<file path="config.mk">
export PLATFORM = sky130hd
export DESIGN_NAME = shreg_bidir
export DESIGN_NICKNAME = d
export VERILOG_FILES = /design/src/rtl/shreg_pkg.sv /design/src/rtl/shreg_mode_dec.sv /design/src/rtl/shreg_cell.sv /design/src/rtl/shreg_bidir.sv
export SDC_FILE = /design/constraint.sdc
export NUM_CORES = 1
export LEC_CHECK = 0
export BUFFER_PORTS_ARGS = -buffer_cell sky130_fd_sc_hd__buf_2
export CELL_PAD_IN_SITES_DETAIL_PLACEMENT = 1
export CELL_PAD_IN_SITES_GLOBAL_PLACEMENT = 1
export CORE_AREA = 4 4 41 43
export DETAILED_ROUTE_END_ITERATION = 10
export DIE_AREA = 0 0 45 47
export PLACE_DENSITY = 0.55
export SLEW_MARGIN = 20
export SYNTH_ARGS = -nofsm -noshare
export SYNTH_HDL_FRONTEND = slang
export SYNTH_SLANG_ARGS = --single-unit
</file>
<file path="constraint.sdc">
create_clock -name clk -period 0.9 [get_ports clk]
set_input_delay 0.045 -clock clk [delete_from_list [all_inputs] [get_ports clk]]
set_output_delay 0.045 -clock clk [all_outputs]
set_load 0.005 [all_outputs]
</file>
<file path="src/rtl/shreg_pkg.sv">
// Package: shared mode codes and decoded select type for the shift register.
// Assumes: mode codes are fixed by the block's contract (00 load, 11 hold).
package shreg_pkg;

    typedef enum logic [1:0] {
        MODE_LOAD = 2'b00,
        MODE_UP   = 2'b01,
        MODE_DOWN = 2'b10,
        MODE_HOLD = 2'b11
    } mode_e;

    // One-hot operation select, produced once and fanned out to every cell.
    typedef struct packed {
        logic load;
        logic up;
        logic down;
        logic hold;
    } sel_t;

endpackage

</file>
<file path="src/rtl/shreg_mode_dec.sv">
// Module: shreg_mode_dec
// Turns the two-bit mode code into a one-hot select shared by all cells.
// Assumes: mode is a plain two-bit code; every code maps to exactly one operation.
module shreg_mode_dec
    import shreg_pkg::*;
(
    input  logic [1:0] mode,
    output sel_t       sel
);

    // Decode the mode code into one select line.
    always_comb begin
        sel = '0;
        unique case (mode_e'(mode))
            MODE_LOAD: sel.load = 1'b1;
            MODE_UP:   sel.up   = 1'b1;
            MODE_DOWN: sel.down = 1'b1;
            MODE_HOLD: sel.hold = 1'b1;
            default:   sel.hold = 1'b1;
        endcase
    end

endmodule

</file>
<file path="src/rtl/shreg_cell.sv">
// Module: shreg_cell
// One storage stage: picks own value, parallel bit, lower neighbour or
// upper neighbour by the one-hot select, and registers it.
// Assumes: sel is one-hot; rst_n is synchronous and active low.
module shreg_cell
    import shreg_pkg::*;
(
    input  logic clk,
    input  logic rst_n,
    input  sel_t sel,
    input  logic par_bit,
    input  logic from_below,
    input  logic from_above,
    output logic bit_q
);

    logic bit_d;

    // Select the next value of this stage from the one-hot select.
    always_comb begin
        bit_d = bit_q;
        if (sel.load)      bit_d = par_bit;
        else if (sel.up)   bit_d = from_below;
        else if (sel.down) bit_d = from_above;
    end

    // Store the stage value; reset wins over every mode.
    always_ff @(posedge clk) begin
        if (!rst_n) bit_q <= 1'b0;
        else        bit_q <= bit_d;
    end

endmodule

</file>
<file path="src/rtl/shreg_bidir.sv">
// Module: shreg_bidir (top)
// W-bit register with load, shift up, shift down and hold, chosen by mode.
// Assumes: W >= 2; synchronous active-low reset; end bits exported for chaining.
module shreg_bidir
    import shreg_pkg::*;
#(
    parameter int W = 4
) (
    input  logic         clk,
    input  logic         rst_n,
    input  logic [1:0]   mode,
    input  logic [W-1:0] par_in,
    input  logic         ser_in_lo,
    input  logic         ser_in_hi,
    output logic [W-1:0] data_q,
    output logic         ser_out_hi,
    output logic         ser_out_lo
);

    localparam int MSB = W - 1;

    sel_t sel;

    shreg_mode_dec u_dec (
        .mode (mode),
        .sel  (sel)
    );

    // One cell per bit; the end cells take the serial inputs as neighbours.
    for (genvar i = 0; i < W; i++) begin : g_cell
        logic below;
        logic above;

        if (i == 0) begin : g_lo_end
            assign below = ser_in_lo;
        end else begin : g_lo_mid
            assign below = data_q[i-1];
        end

        if (i == MSB) begin : g_hi_end
            assign above = ser_in_hi;
        end else begin : g_hi_mid
            assign above = data_q[i+1];
        end

        shreg_cell u_cell (
            .clk        (clk),
            .rst_n      (rst_n),
            .sel        (sel),
            .par_bit    (par_in[i]),
            .from_below (below),
            .from_above (above),
            .bit_q      (data_q[i])
        );
    end

    // Expose the end bits for chaining registers.
    assign ser_out_hi = data_q[MSB];
    assign ser_out_lo = data_q[0];

endmodule

</file>
## Word-level counts from Yosys, hierarchy flattened

Cells that the tools add are included.

- Register bits: 4
- Output and inout bits: 6
- Logic and storage cells: 23

- Equal/unequal tests: 2
- Reduce and logical (&&, ||, !) cells: 2
- Mux-type cells: 15

Operators by type and width:

| kind | number |
|---|---|
| 1-bit two-way mux | 15 |
| 3-bit nonzero test | 1 |
| 2-bit by 1-bit == test with 1-bit output (second input constant) | 1 |
| 2-bit == test (second input constant) | 1 |
| 2-bit zero test | 1 |

## Longest topological paths before layout

Gate-level depths: netlist (run 1).

- Word-level depth: 5
- Gate-level depth with buffers: 3

## Cells and area by module

From an unflattened synthesis (run 1), not the netlist that was laid out.

- Cells, all modules: 32
- Area, all modules: 316.6 um2

Modules (own cells, without submodules):

| module | area each (um2) | times used | cells an instance |
|---|---|---|---|
| shreg_cell | 65.1 | 4 | 6 |
| shreg_bidir | 30.0 | 1 | 4 |
| shreg_mode_dec | 26.3 | 1 | 4 |

## Worst setup path after synthesis (run 1)

No wires, ideal clock.

- Kind: flip-flop to flip-flop
- From: register g_cell[3].u_cell.bit_q (netlist name)
- To: register g_cell[3].u_cell.bit_q
- Path slack: 0.258 ns
- Stages on the path, launching flop included: 3
- Data arrival time: 0.519 ns
- Required time: 0.777 ns
- Buffers on the path: 0
- Cell sequence: dfxtp_1 > mux2i_1 > o22ai_1

RTL lines:

| what | RTL line | source |
|---|---|---|
| to (signal assigned) | shreg_cell.sv:30 | `else bit_q <= bit_d;` |
| to (decl) | shreg_cell.sv:14 | `output logic bit_q` |

## Worst setup path in the final report (run 1)

- From: register g_cell[2].u_cell.bit_q
- To: output data_q[2]

RTL lines:

| what | RTL line | source |
|---|---|---|
| from (decl) | shreg_cell.sv:14 |  |
| from (signal assigned) | shreg_cell.sv:30 |  |
| to (decl) | shreg_bidir.sv:15 | `output logic [W-1:0] data_q,` |

No word-level cell between the ends.

==> results.yml, run 1 <==
sta:
  period_share_pct: 85.2
  relSlewSlack_pct: 85.5
  finalHoldViolCount: 0
  period_minus_slack_ns: 0.767
  worst_slew_pin_slew_ns: 0.217
  rsz0062_at_grt: "false"
  clock.fmax_mhz: 1300
  final-setup-viol-count: 0
  final_max_slew_viol_count: 0
  worst_clock_skew_ns: 0.000577
  setup-tns-final_ns: 0
power:
  switchingPower_uw: 110
  p_leak_uw: 0.000166
  intPower_uw: 387
  vdd_ir_drop_max_v: 0.000566
  switching_share_pct: 22.2
  power_uw: 497
  comb_power_share_pct: 17.0
  share_seq_of_total_power_pct: 40.3
  power.density_mw_per_mm2: 1600
  clkPwrFrac_pct: 42.7
clock_tree:
  clock_path_buffers: 2
  cts_sinks: 4
  cts_made_buffers: 3
  post_cts_buffers: 0
  cts-root-buf: "clkbuf_4"
  cts_tree: "yes"
  cts_max_level: 1
  clk_pin_slew_ns: 0.03
  clock_latency_ns: 0.23
  postCtsResizedCells: 0
  hold_buffers: 0
worst_setup_path:
  cp_top_family: "flip-flops"
  critPathMaxStageDelay_ns: 0.36
  crit_chain: "buf_2"
  critPathLaunchType: "flop"
  worstPathMaxFanout: 4
  critPathBufInv: 1
  worst-r2r-cell-count: 2
  rrSetupSlack_ns: 0.22
  reg2reg_from: "g_cell[2].u_cell.bit_q$_SDFFE_PN0P_"
  crit_path_top_delay_cell: "dfxtp_1"
  crit_path_end_kind: "output pin"
  cp.required_ns: 0.85
  critPathKind: "reg2out"
  cp.arrival_ns: 0.72
  reg2reg_to: "g_cell[2].u_cell.bit_q$_SDFFE_PN0P_"
synthesis:
  syn_area_per_cell_um2: 10.3
  synthSimpleGateAreaFrac_pct: 4.23
  synth_compound_area_share_pct: 10.6
  ys_seq_elements: 4
  synthesis.area_um2: 236
  seq_area_frac_synth_pct: 33.9
  syn-num-nets: 33
  synth_xor_area_share_pct: 0
  synth_cell_types: 7
  synth_cells: 23
  synth_warnings: 0
  synthAdderAreaFrac_pct: 0
  synth_top_family_by_area: "multiplexers"
  synthMuxAreaShare_pct: 33.9
die:
  initial_utilization_pct: 18.2
  io_pins: 16
  core_mm2: 0.00130
  row_count: 13
  die_x_um: 45
  die_h_um: 47
  die_area_mm2: 0.00212
final_layout:
  reg_top3: "g_cell.u_cell.bit_q (4)"
  mostFrequentLayoutCells: "buf_2, mux2i_1, o22ai_1, dfxtp_1, clkbuf_4"
  nets: 48
  syn2layout_area_growth_pct: 31.7
  largest_reg_flops: 4
  top_register: "g_cell.u_cell.bit_q"
  drive_gt1_share_pct: 50.0
  final_common_cell: "buf_2"
  diodes: 0
hold_path:
  worstHoldPathType: "in2reg"
  whs_endpoint: "g_cell[0].u_cell.bit_q$_SDFFE_PN0P_"
  min_from: "ser_in_lo"
  hold_depth: 3
global_route:
  gr-total-overflow: 0
  gr-usage-all-layers_pct: 6.39
  antenna_found_initial: 0
  grt_pass1_vias: 221
  grt_max_degree: 9
  grt_pass1_wl_um: 862
place:
  gp_congestion: 0.751
  io_buffers: 15
routing:
  routed_wirelength_um: 566
  wl_per_cell_um: 11.1
  antenna_left: 0
  via_per_inst: 4.04
  via_count: 206
  drtIter0Drc: 0
  remaining_drc_errors: 0
  dr.pass1.iters: 1
run_status:
  status: "completed"
flow_run:
  cap_viol_max_count: 0
## through the flow
stage               cells  setup slack [ns]  utilization [%]  hold slack, ns  cell area [um^2]
global route           51            0.0889             23.9           0.117               312
detailed placement     48             0.182             22.2           0.340               289
CTS                    51             0.116             23.9          0.0976               312
finish                 51             0.133             23.9          0.0950               312
floorplan              23             0.258                -           0.215               236
global placement       48             0.183             22.2           0.323               289
## synth_stat cells, drive strengths merged
cell    number  area [um^2]
mux2i        8         80.1
nand2        1         3.75
dfxtp        4         80.1
o22ai        4         25.0
buf          5         41.3
nand2b       1         6.26
## worst register-to-register path, delay by kind of cell (launching register included)
family,cells,cell delay [ns]
flops,1,0.32
mux,1,0.15
compound gates,1,0.10
## power groups by stage
stage	clock [uW]	combinational (uW)	sequential (uW)
2_1_floorplan	0	62.6	202
3_3_place_gp	0	85.5	203
3_5_place_dp	0	87.0	203
4_1_cts	225	87.1	200
5_1_grt	233	95.5	201
6_report	212	84.7	200
## how the worst max path moves through the flow
stage	depth (start not counted)	end	startpoint	slack, ns
finish	1	data_q[2]	g_cell[2].u_cell.bit_q$_SDFFE_PN0P_	0.13
global route	1	data_q[1]	g_cell[1].u_cell.bit_q$_SDFFE_PN0P_	0.09
CTS	1	data_q[1]	g_cell[1].u_cell.bit_q$_SDFFE_PN0P_	0.12
detailed placement	3	g_cell[3].u_cell.bit_q$_SDFFE_PN0P_	mode[1]	0.18
global placement	3	g_cell[2].u_cell.bit_q$_SDFFE_PN0P_	mode[1]	0.18
floorplan	2	g_cell[3].u_cell.bit_q$_SDFFE_PN0P_	g_cell[3].u_cell.bit_q$_SDFFE_PN0P_	0.26
## final cells by class
| cell class | count | area, um^2 |
|---|---|---|
| well taps | 15 | 18.8 |
| repair buffers | 15 | 75.1 |
| flip-flops and latches | 4 | 80.1 |
| multi-input cells | 14 | 115 |
| fillers | 163 | 990 |
| clock buffers | 3 | 22.5 |
## routing by layer
metal,share of wire [%],GRT usage (%),up-vias
li1,-,-,106
met1,32,4.75,94
met2,61,10.7,4
met3,5.1,2.68,2
met4,1.8,8.77,0
met5,0,0,-
## cell families after synthesis
family | count (synthesis)
AO/OA/AOI/OAI | 4
multiplexers | 8
AND/OR/NAND/NOR | 2
buffers and inverters | 5
flip-flops | 4
Note: power is estimated with default switching activity, not from simulation.
==> run 2, diff against run 1 <==
- PLACE_DENSITY: 0.55 -> unset
- PLACE_DENSITY_LB_ADDON: unset -> 0.1
==> run 2 against run 1 <==
Compared with the run above:
- non-clock buffer count is the same
- clock power rose by 7%
- cell count did not move
- register-to-register slack worse by 0.02 ns
- total power is 2.9% higher
- worst hold slack worse by 0.0068 ns
- global-route usage about the same
- sequential share of layout area stayed put
- combinational power is 0.6% higher
- critical path depth did not move
- first-iteration DRC count is the same
- clock-buffer cell count stayed put
- critical endpoint is now data_q[1]
- largest power group unchanged
==> results.yml, run 2 (same netlist as run 1, synthesis figures left out) <==
sta:
  worst_slew_pin_slew_ns: 0.231
  final_max_slew_viol_count: 0
  setup-tns-final_ns: 0
  rsz0062_at_grt: "false"
  period_minus_slack_ns: 0.790
  finalHoldViolCount: 0
  worst_clock_skew_ns: 0.00331
  period_share_pct: 87.7
  final-setup-viol-count: 0
  relSlewSlack_pct: 84.6
  clock.fmax_mhz: 1270
worst_setup_path:
  critPathKind: "reg2out"
  critPathMaxStageDelay_ns: 0.37
  crit_path_top_delay_cell: "dfxtp_1"
  critPathLaunch: "g_cell[1].u_cell.bit_q$_SDFFE_PN0P_"
  cp.required_ns: 0.85
  critPathLaunchType: "flop"
  cp.arrival_ns: 0.74
  reg2reg_from: "g_cell[1].u_cell.bit_q$_SDFFE_PN0P_"
  worst-r2r-cell-count: 2
  critPathBufInv: 1
  crit_chain: "buf_2"
  crit_path_end_kind: "output pin"
  cp_num_cells: 1
  cp_top_family: "flip-flops"
  worstPathMaxFanout: 4
final_layout:
  reg_top3: "g_cell.u_cell.bit_q (4)"
  largest_reg_flops: 4
  final_common_cell: "buf_2"
  nets: 48
  mostFrequentLayoutCells: "buf_2, mux2i_1, o22ai_1, dfxtp_1, clkbuf_4"
  syn2layout_area_growth_pct: 31.7
  drive_gt1_share_pct: 50.0
  top_register: "g_cell.u_cell.bit_q"
  diodes: 0
place:
  gp_congestion: 0.620
  io_buffers: 15
clock_tree:
  clock_path_buffers: 2
  cts-root-buf: "clkbuf_4"
  hold_buffers: 0
  cts_max_level: 1
  post_cts_buffers: 0
  clock_latency_ns: 0.24
  postCtsResizedCells: 0
  cts_sinks: 4
  clk_pin_slew_ns: 0.04
  cts_made_buffers: 3
  cts_tree: "yes"
routing:
  via_per_inst: 4.22
  routed_wirelength_um: 580
  wl_met3_um: 76
  dr.max_layer_used: "met3"
  wl_per_cell_um: 11.4
  drtIter0Drc: 0
  dr.pass1.iters: 1
  antenna_left: 0
  wl_met2_um: 271
  met1Wirelength_um: 233
  remaining_drc_errors: 0
  via_count: 215
power:
  p_leak_uw: 0.000166
  power_uw: 512
  power.density_mw_per_mm2: 1640
  vdd_ir_drop_max_v: 0.000475
global_route:
  gr-usage-all-layers_pct: 6.41
  antenna_found_initial: 0
  grt_max_degree: 9
  grt_pass1_vias: 208
  gr-total-overflow: 0
  grt_pass1_wl_um: 883
die:
  die_area_mm2: 0.00212
  io_pins: 16
  row_count: 13
  core_mm2: 0.00130
  die_x_um: 45
  die_h_um: 47
  initial_utilization_pct: 18.2
hold_path:
  hold_depth: 3
  min_from: "ser_in_lo"
  worstHoldPathType: "in2reg"
run_status:
  status: "completed"
flow_run:
  cap_viol_max_count: 0
[run 2: path summary, 6_finish.rpt]
| check | endpoint | slack [ns] |
|---|---|---|
| max | data_q[1] | 0.11 |
| min | g_cell[0].u_cell.bit_q$_SDFFE_PN0P_ | 0.09 |
| max reg2reg | g_cell[0].u_cell.bit_q$_SDFFE_PN0P_ | 0.20 |
| min reg2reg | g_cell[0].u_cell.bit_q$_SDFFE_PN0P_ | 0.59 |
[run 2: area by class of cell]
| type | count | area [um^2] |
|---|---|---|
| fill | 165 | 990 |
| tap | 15 | 18.8 |
| timing repair buffer | 15 | 75.1 |
| clock buffer | 3 | 22.5 |
| multi-input combinational | 14 | 115 |
| sequential | 4 | 80.1 |
[run 2: through the flow]
stage | cells | cell area, um^2 | worst slack (ns) | utilization, % | hold slack (ns)
2_1_floorplan | 23 | 236 | 0.258 | - | 0.215
3_3_place_gp | 48 | 289 | 0.182 | 22.2 | 0.305
3_5_place_dp | 48 | 289 | 0.186 | 22.2 | 0.331
4_1_cts | 51 | 312 | 0.0999 | 23.9 | 0.0834
5_1_grt | 51 | 312 | 0.0687 | 23.9 | 0.109
6_report | 51 | 312 | 0.110 | 23.9 | 0.0882
[run 2: report_power, final]
group | internal, uW | switching, uW | total [uW]
Combinational | 48.1 | 37.0 | 85.2
Sequential | 190 | 10.4 | 200
Clock | 149 | 76.7 | 226
Total | 387 | 124 | 512
[run 2: per-layer routing]
layer / track usage [%] / vias up
li1: - / 110
met1: 7.53 / 94
met2: 8.19 / 11
met3: 6.13 / 0
met4: 1.75 / 0
met5: 0 / -
